## src/rtl/rsp_pkg.sv

```systemverilog
// Package: shared constants and types for the resource stream parser.
// Assumes byte-wide input and a large-item length field exactly two bytes wide.
package rsp_pkg;
    localparam int BYTE_W  = 8;
    localparam int LEN_W   = 2 * BYTE_W;
    localparam int NAME_W  = BYTE_W - 1;
    localparam int SNAME_W = 4;
    localparam int SLEN_W  = 3;

    localparam logic [SNAME_W-1:0] SMALL_END_NAME = 4'hF;
    localparam logic [SNAME_W-1:0] SMALL_RSV_LO   = 4'hA;
    localparam logic [SNAME_W-1:0] SMALL_RSV_HI   = 4'hD;
    localparam logic [NAME_W-1:0]  LARGE_DEF_LO   = 7'h01;
    localparam logic [NAME_W-1:0]  LARGE_DEF_HI   = 7'h06;

    typedef enum logic [2:0] {
        ST_TAG,
        ST_LEN_LO,
        ST_LEN_HI,
        ST_PAYLOAD,
        ST_DONE
    } parse_state_e;
endpackage

```

## src/rtl/rsp_tag_decode.sv

```systemverilog
// Module: rsp_tag_decode
// Purely combinational split of one tag byte into type, name, small length,
// end marker and reserved-name flag. Assumes the byte really is a tag; the
// caller decides that from its own state.
module rsp_tag_decode
    import rsp_pkg::*;
(
    input  logic [BYTE_W-1:0] tag,
    output logic              is_large,
    output logic [NAME_W-1:0] name,
    output logic [LEN_W-1:0]  small_len,
    output logic              is_end,
    output logic              is_rsvd
);
    logic [SNAME_W-1:0] sname;

    // Field extraction and name classification.
    always_comb begin
        is_large  = tag[BYTE_W-1];
        sname     = tag[BYTE_W-2 -: SNAME_W];
        small_len = {{(LEN_W-SLEN_W){1'b0}}, tag[SLEN_W-1:0]};
        if (is_large) begin
            name    = tag[NAME_W-1:0];
            is_end  = 1'b0;
            is_rsvd = (name < LARGE_DEF_LO) || (name > LARGE_DEF_HI);
        end else begin
            name    = {{(NAME_W-SNAME_W){1'b0}}, sname};
            is_end  = (sname == SMALL_END_NAME);
            is_rsvd = (sname >= SMALL_RSV_LO) && (sname <= SMALL_RSV_HI);
        end
    end
endmodule

```

## src/rtl/rsp_ctrl.sv

```systemverilog
// Module: rsp_ctrl
// Parse state machine (tag, length low, length high, payload, done). It
// counts the remaining payload bytes and the offset, and produces one-cycle
// header and payload events for the byte accepted this cycle. Assumes at
// most one byte is accepted per cycle; restart outranks any input.
module rsp_ctrl
    import rsp_pkg::*;
(
    input  logic              clk,
    input  logic              rst_n,
    input  logic              restart,
    input  logic              in_valid,
    input  logic [BYTE_W-1:0] in_data,
    input  logic              dec_large,
    input  logic [NAME_W-1:0] dec_name,
    input  logic [LEN_W-1:0]  dec_small_len,
    input  logic              dec_end,
    input  logic              dec_rsvd,
    output logic              in_ready,
    output logic              hdr_evt,
    output logic              hdr_large,
    output logic [NAME_W-1:0] hdr_name,
    output logic [LEN_W-1:0]  hdr_len,
    output logic              hdr_rsvd,
    output logic              pay_evt,
    output logic [BYTE_W-1:0] pay_byte,
    output logic [LEN_W-1:0]  pay_off,
    output logic              done
);
    parse_state_e      state_q;
    logic [LEN_W-1:0]  rem_q;
    logic [LEN_W-1:0]  off_q;
    logic [BYTE_W-1:0] len_lo_q;
    logic [NAME_W-1:0] name_q;
    logic              rsvd_q;
    logic              end_q;
    logic              accept;
    logic [LEN_W-1:0]  wide_len;

    assign in_ready = (state_q != ST_DONE) && !restart;
    assign accept   = in_valid && in_ready;
    assign wide_len = {in_data, len_lo_q};
    assign done     = (state_q == ST_DONE);
    assign pay_byte = in_data;
    assign pay_off  = off_q;

    // Event generation for the byte accepted in this cycle.
    always_comb begin
        hdr_evt   = 1'b0;
        hdr_large = 1'b0;
        hdr_name  = dec_name;
        hdr_len   = dec_small_len;
        hdr_rsvd  = dec_rsvd;
        pay_evt   = 1'b0;
        if (accept) begin
            case (state_q)
                ST_TAG:     hdr_evt = !dec_large;
                ST_LEN_HI: begin
                    hdr_evt   = 1'b1;
                    hdr_large = 1'b1;
                    hdr_name  = name_q;
                    hdr_len   = wide_len;
                    hdr_rsvd  = rsvd_q;
                end
                ST_PAYLOAD: pay_evt = !rsvd_q;
                default:    pay_evt = 1'b0;
            endcase
        end
    end

    // State, counters and per-item context.
    always_ff @(posedge clk) begin
        if (!rst_n || restart) begin
            state_q  <= ST_TAG;
            rem_q    <= '0;
            off_q    <= '0;
            len_lo_q <= '0;
            name_q   <= '0;
            rsvd_q   <= 1'b0;
            end_q    <= 1'b0;
        end else if (accept) begin
            case (state_q)
                ST_TAG: begin
                    name_q <= dec_name;
                    rsvd_q <= dec_rsvd;
                    end_q  <= dec_end;
                    off_q  <= '0;
                    if (dec_large) begin
                        state_q <= ST_LEN_LO;
                    end else if (dec_small_len == '0) begin
                        state_q <= dec_end ? ST_DONE : ST_TAG;
                    end else begin
                        rem_q   <= dec_small_len;
                        state_q <= ST_PAYLOAD;
                    end
                end
                ST_LEN_LO: begin
                    len_lo_q <= in_data;
                    state_q  <= ST_LEN_HI;
                end
                ST_LEN_HI: begin
                    rem_q   <= wide_len;
                    state_q <= (wide_len == '0) ? ST_TAG : ST_PAYLOAD;
                end
                ST_PAYLOAD: begin
                    off_q <= off_q + 1'b1;
                    rem_q <= rem_q - 1'b1;
                    if (rem_q == LEN_W'(1)) begin
                        state_q <= end_q ? ST_DONE : ST_TAG;
                    end
                end
                default: state_q <= ST_DONE;
            endcase
        end
    end
endmodule

```

## src/rtl/rsp_report.sv

```systemverilog
// Module: rsp_report
// Output register stage: captures header fields and payload bytes on their
// events, drives the one-cycle strobes and keeps the sticky reserved flag.
// Assumes header and payload events never arrive in the same cycle.
module rsp_report
    import rsp_pkg::*;
(
    input  logic              clk,
    input  logic              rst_n,
    input  logic              restart,
    input  logic              hdr_evt,
    input  logic              hdr_large,
    input  logic [NAME_W-1:0] hdr_name,
    input  logic [LEN_W-1:0]  hdr_len,
    input  logic              hdr_rsvd,
    input  logic              pay_evt,
    input  logic [BYTE_W-1:0] pay_byte,
    input  logic [LEN_W-1:0]  pay_off,
    output logic              item_start,
    output logic              item_large,
    output logic [NAME_W-1:0] item_name,
    output logic [LEN_W-1:0]  item_len,
    output logic              pay_valid,
    output logic [BYTE_W-1:0] pay_data,
    output logic [LEN_W-1:0]  pay_offset,
    output logic              rsvd_err
);
    // Register the header fields, the payload fields and the sticky flag.
    always_ff @(posedge clk) begin
        if (!rst_n || restart) begin
            item_start <= 1'b0;
            item_large <= 1'b0;
            item_name  <= '0;
            item_len   <= '0;
            pay_valid  <= 1'b0;
            pay_data   <= '0;
            pay_offset <= '0;
            rsvd_err   <= 1'b0;
        end else begin
            item_start <= hdr_evt;
            pay_valid  <= pay_evt;
            if (hdr_evt) begin
                item_large <= hdr_large;
                item_name  <= hdr_name;
                item_len   <= hdr_len;
                if (hdr_rsvd) begin
                    rsvd_err <= 1'b1;
                end
            end
            if (pay_evt) begin
                pay_data   <= pay_byte;
                pay_offset <= pay_off;
            end
        end
    end
endmodule

```

## src/rtl/res_stream_parser.sv

```systemverilog
// Module: res_stream_parser
// Top level of the resource descriptor stream parser: tag decode, the parse
// state machine and the output register stage. It assumes a byte stream of
// small and large items that ends with a small end tag.
module res_stream_parser
    import rsp_pkg::*;
(
    input  logic              clk,
    input  logic              rst_n,
    input  logic              restart,
    input  logic              in_valid,
    input  logic [BYTE_W-1:0] in_data,
    output logic              in_ready,
    output logic              item_start,
    output logic              item_large,
    output logic [NAME_W-1:0] item_name,
    output logic [LEN_W-1:0]  item_len,
    output logic              pay_valid,
    output logic [BYTE_W-1:0] pay_data,
    output logic [LEN_W-1:0]  pay_offset,
    output logic              done,
    output logic              rsvd_err
);
    logic              dec_large, dec_end, dec_rsvd;
    logic [NAME_W-1:0] dec_name;
    logic [LEN_W-1:0]  dec_small_len;
    logic              hdr_evt, hdr_large, hdr_rsvd, pay_evt;
    logic [NAME_W-1:0] hdr_name;
    logic [LEN_W-1:0]  hdr_len, pay_off;
    logic [BYTE_W-1:0] pay_byte;

    rsp_tag_decode u_dec (
        .tag       (in_data),
        .is_large  (dec_large),
        .name      (dec_name),
        .small_len (dec_small_len),
        .is_end    (dec_end),
        .is_rsvd   (dec_rsvd)
    );

    rsp_ctrl u_ctrl (
        .clk           (clk),
        .rst_n         (rst_n),
        .restart       (restart),
        .in_valid      (in_valid),
        .in_data       (in_data),
        .dec_large     (dec_large),
        .dec_name      (dec_name),
        .dec_small_len (dec_small_len),
        .dec_end       (dec_end),
        .dec_rsvd      (dec_rsvd),
        .in_ready      (in_ready),
        .hdr_evt       (hdr_evt),
        .hdr_large     (hdr_large),
        .hdr_name      (hdr_name),
        .hdr_len       (hdr_len),
        .hdr_rsvd      (hdr_rsvd),
        .pay_evt       (pay_evt),
        .pay_byte      (pay_byte),
        .pay_off       (pay_off),
        .done          (done)
    );

    rsp_report u_rep (
        .clk        (clk),
        .rst_n      (rst_n),
        .restart    (restart),
        .hdr_evt    (hdr_evt),
        .hdr_large  (hdr_large),
        .hdr_name   (hdr_name),
        .hdr_len    (hdr_len),
        .hdr_rsvd   (hdr_rsvd),
        .pay_evt    (pay_evt),
        .pay_byte   (pay_byte),
        .pay_off    (pay_off),
        .item_start (item_start),
        .item_large (item_large),
        .item_name  (item_name),
        .item_len   (item_len),
        .pay_valid  (pay_valid),
        .pay_data   (pay_data),
        .pay_offset (pay_offset),
        .rsvd_err   (rsvd_err)
    );
endmodule

```

## config.mk

```make
export PLATFORM = sky130hd
export DESIGN_NAME = res_stream_parser
export DESIGN_NICKNAME = d
export VERILOG_FILES = /design/src/rtl/rsp_pkg.sv /design/src/rtl/rsp_tag_decode.sv /design/src/rtl/rsp_ctrl.sv /design/src/rtl/rsp_report.sv /design/src/rtl/res_stream_parser.sv
export SDC_FILE = /design/constraint.sdc
export NUM_CORES = 1
export LEC_CHECK = 0
export BUFFER_PORTS_ARGS = -buffer_cell sky130_fd_sc_hd__buf_2
export CORE_AREA = 8 8 99 101
export DETAILED_ROUTE_END_ITERATION = 16
export DIE_AREA = 0 0 107 109
export PLACE_DENSITY = 0.8
export REMOVE_ABC_BUFFERS = 1
export SLEW_MARGIN = 20
export SYNTH_ARGS = -nofsm -noshare
export SYNTH_HDL_FRONTEND = slang
export SYNTH_SLANG_ARGS = --single-unit
```

## constraint.sdc

```tcl
create_clock -name clk -period 2.74 [get_ports clk]
set_input_delay 0.411 -clock clk [delete_from_list [all_inputs] [get_ports clk]]
set_output_delay 0.411 -clock clk [all_outputs]
set_load 0.01 [all_outputs]
```

==> flow_summary.yaml <==
timing:
  layout_min_cycle_time_ps: 1990
  period_share_pct: 72.8
  setup_slack_ps: 745
  grt_setup_unrepaired: "false"
  highest_achievable_clock_rate_mhz: 501
  setup_violations: 0
  hold_viol: 0
  setup_tns_ps: 0
  maxSlewViolCount: 0
  timing.max_slew.rel_slack_pct: 46.4
  worst_pin_slew_ps: 802
  final.setup_skew_ps: 13.5
clock_tree:
  cts.reportedPaths.clkPinSlew_ps: 110
  cts_hold_buffers: 0
  clock-root-buffer: "sky130_fd_sc_hd__clkbuf_8"
  postCtsResizedCells: 0
  worstSkewPairLatency_ps: 370
  cts_tree: "yes"
  number_of_h_tree_levels: 3
  number_of_buffers_created_by_cts: 9
  clockBufferDepth: 2
  post_cts_buffers: 0
  clkSinkCount: 103
global_routing:
  initial_antenna_violation_count: 0
  grt_pass1_vias: 4323
  grt_max_degree: 29
  grt_first_pass_wirelength_mm: 20.4
  overflow: 0
  grt_util_all_layers_pct: 21.4
synthesis:
  seq_area_frac_synth_pct: 43.2
  synth_edf_count: 0
  synth_cells: 586
  dominantRegCellSynth: "sky130_fd_sc_hd__dfxtp_1"
  post_synth_num_cell_types: 61
  yosys-top-cells-count: "sky130_fd_sc_hd__dfxtp_1 (103), sky130_fd_sc_hd__nand2_1 (96), sky130_fd_sc_hd__a21oi_1 (73)"
  ys_ff_latch: 103
  synthesis.area_mm2: 0.00477
  ys_top_cells_by_area: "sky130_fd_sc_hd__dfxtp_1 (43%), sky130_fd_sc_hd__a21oi_1 (7.7%), sky130_fd_sc_hd__nand2_1 (7.5%), sky130_fd_sc_hd__nor2_1 (3.4%), sky130_fd_sc_hd__nand3_1 (3.0%)"
  yosys_warnings: 0
  syn-mean-instance-area_um2: 8.15
  synth.most_common_cell: "sky130_fd_sc_hd__dfxtp_1"
  synthArstFlopShare_pct: 0
  synth_largest_type_area_fraction_pct: 43.2
  cell_type_with_the_highest_aggregate_area_in_the_netlist: "sky130_fd_sc_hd__dfxtp_1"
setup_path:
  critPathCaptureType: "output port"
  start_kind: "flip-flop"
  critPathArrivalTime_ps: 1580
  required_ps: 2330
  worst-setup-path-type: "reg -> out"
  worst-path-max-fanout: 11
place:
  dp_slack_ps: 633
  io_buffer_count: 64
  gpl.final_weighted_congestion: 0.856
  place_hpwl_mm: 8.39
final_layout:
  fillCellCount: 767
  multi_input_comb_area_mm2: 0.00248
  nets: 647
  syn_to_final_growth_pct: 11.6
  ff_latch_area_mm2: 0.00206
  fraction_of_final_layout_cells_sized_beyond_drive_strength_1_pct: 18.2
  n_antenna_cell: 0
die:
  die-area_mm2: 0.0117
  placement_rows: 34
  core_mm2: 0.00838
  die_w_um: 107
  chipHeight_um: 109
  floorplan.io_pins: 65
  starting_density_pct: 57.0
detailed_routing:
  post_drt_via_cell_ratio: 6.04
  drt_pass1_iterations: 5
  antenna_violating_nets_post_route: 0
  remaining_design_rule_violation_count: 0
  dr.first_iter.drc_count: 268
  total_wirelength_of_the_detailed_routed_design_mm: 12.3
  dr_total_vias: 4503
  drt-wirelength-per-cell_um: 16.5
pwr:
  max-vdd-ir-drop_uv: 311
  power_leakage_nw: 1.93
  power_density_mw_per_mm2: 495
outcome:
  status: "completed"
hold_path:
  timing.hold.worst.class: "in -> reg"
run:
  cap_viol_max_count: 0
-- state kept, by name (all words and copies together), names as in the netlist, 3 cells and up --
name	cells
u_ctrl.name_q	7
u_ctrl.state_q	3
u_rep.item_len	16
u_rep.pay_offset	16
u_rep.item_name	7
u_ctrl.rem_q	16
u_ctrl.len_lo_q	8
u_ctrl.pay_off	16
u_rep.pay_data	8
-- cells by family after synthesis --
| group | after synthesis | share of synthesized area, % |
|---|---|---|
| and+or+nand+nor | 254 | 26.9 |
| AOI/OAI and AO/OA | 152 | 19.6 |
| DFF | 103 | 43.2 |
| buffers and inverters | 52 | 4.80 |
| muxes | 16 | 3.43 |
| xor gates and xnor gates | 6 | 1.26 |
| adders and majority gates | 3 | 0.786 |
-- worst max-delay path, cell delays in order, from the launching register on --
cell	delay, ps
sky130_fd_sc_hd__dfxtp_1	640
sky130_fd_sc_hd__nor3b_1	370
sky130_fd_sc_hd__nor2_1	70
sky130_fd_sc_hd__buf_2	150
-- report_power, final --
part	leakage (nW)	switching [mW]	total, mW	internal (mW)
Clock	0.0918	0.547	0.893	0.346
Combinational	1.01	0.152	0.223	0.0712
Sequential	0.830	0.0134	1.52	1.51
-- metrics by stage --
step           util, %  power (mW)  std cells  area, µm²  hold WS (ps)
2_1_floorplan        -        1.68        542       4570           433
3_3_place_gp      61.4        1.77        729       5140           437
3_5_place_dp      61.4        1.77        729       5140           447
4_1_cts           63.5        2.64        745       5330           386
5_1_grt           63.5        2.73        745       5330           403
6_report          63.5        2.64        745       5330           393
-- metal layers --
metal	GRT usage, %	up-vias	part of all wire (%)
li1	-	2193	-
met3	3.96	23	6.1
met5	0	-	0
met1	25.7	2131	43
met2	35.6	156	48
met4	12.1	0	2.4
-- final timing paths --
check                          start                 end  slack (ps)  depth (start not counted)
setup / recovery   u_ctrl.state_q[2]            in_ready         750                          3
hold / removal            in_data[5]   u_rep.pay_data[5]         390                          3
setup reg to reg   u_ctrl.state_q[1]   u_ctrl.pay_off[5]         750                          4
hold reg to reg   u_rep.item_name[3]  u_rep.item_name[3]         460                          2
-- layout by cell type (no fill, tap or decap), types with 4 or more instances in the layout --
cell type / n
sky130_fd_sc_hd__dfxtp_1: 103
sky130_fd_sc_hd__nand4_1: 8
sky130_fd_sc_hd__a21oi_1: 73
sky130_fd_sc_hd__or4_1: 6
sky130_fd_sc_hd__o21ai_0: 23
sky130_fd_sc_hd__nand3b_1: 4
sky130_fd_sc_hd__nor4_1: 6
sky130_fd_sc_hd__nor2_1: 43
sky130_fd_sc_hd__inv_1: 7
sky130_fd_sc_hd__nor2b_1: 9
sky130_fd_sc_hd__nor3_1: 10
sky130_fd_sc_hd__a311oi_1: 6
sky130_fd_sc_hd__a31oi_1: 9
sky130_fd_sc_hd__clkbuf_8: 9
sky130_fd_sc_hd__buf_2: 64
sky130_fd_sc_hd__o211ai_1: 9
sky130_fd_sc_hd__and3_1: 7
sky130_fd_sc_hd__a32oi_1: 6
sky130_fd_sc_hd__or3_1: 11
sky130_fd_sc_hd__buf_4: 15
sky130_fd_sc_hd__mux2i_1: 13
sky130_fd_sc_hd__nand2_1: 96
sky130_fd_sc_hd__nand3_1: 29
sky130_fd_sc_hd__a22oi_1: 4
-- final cells by class --
type	instances	area share [%]
clock buffers	10	2.40
clock inverters	6	0.987
inverters	8	0.564
multi-input cells	431	46.7
flip-flops and latches	103	38.7
well taps	108	2.54
repair buffers	79	8.13
No activity file was read; power rests on OpenSTA's default activity.
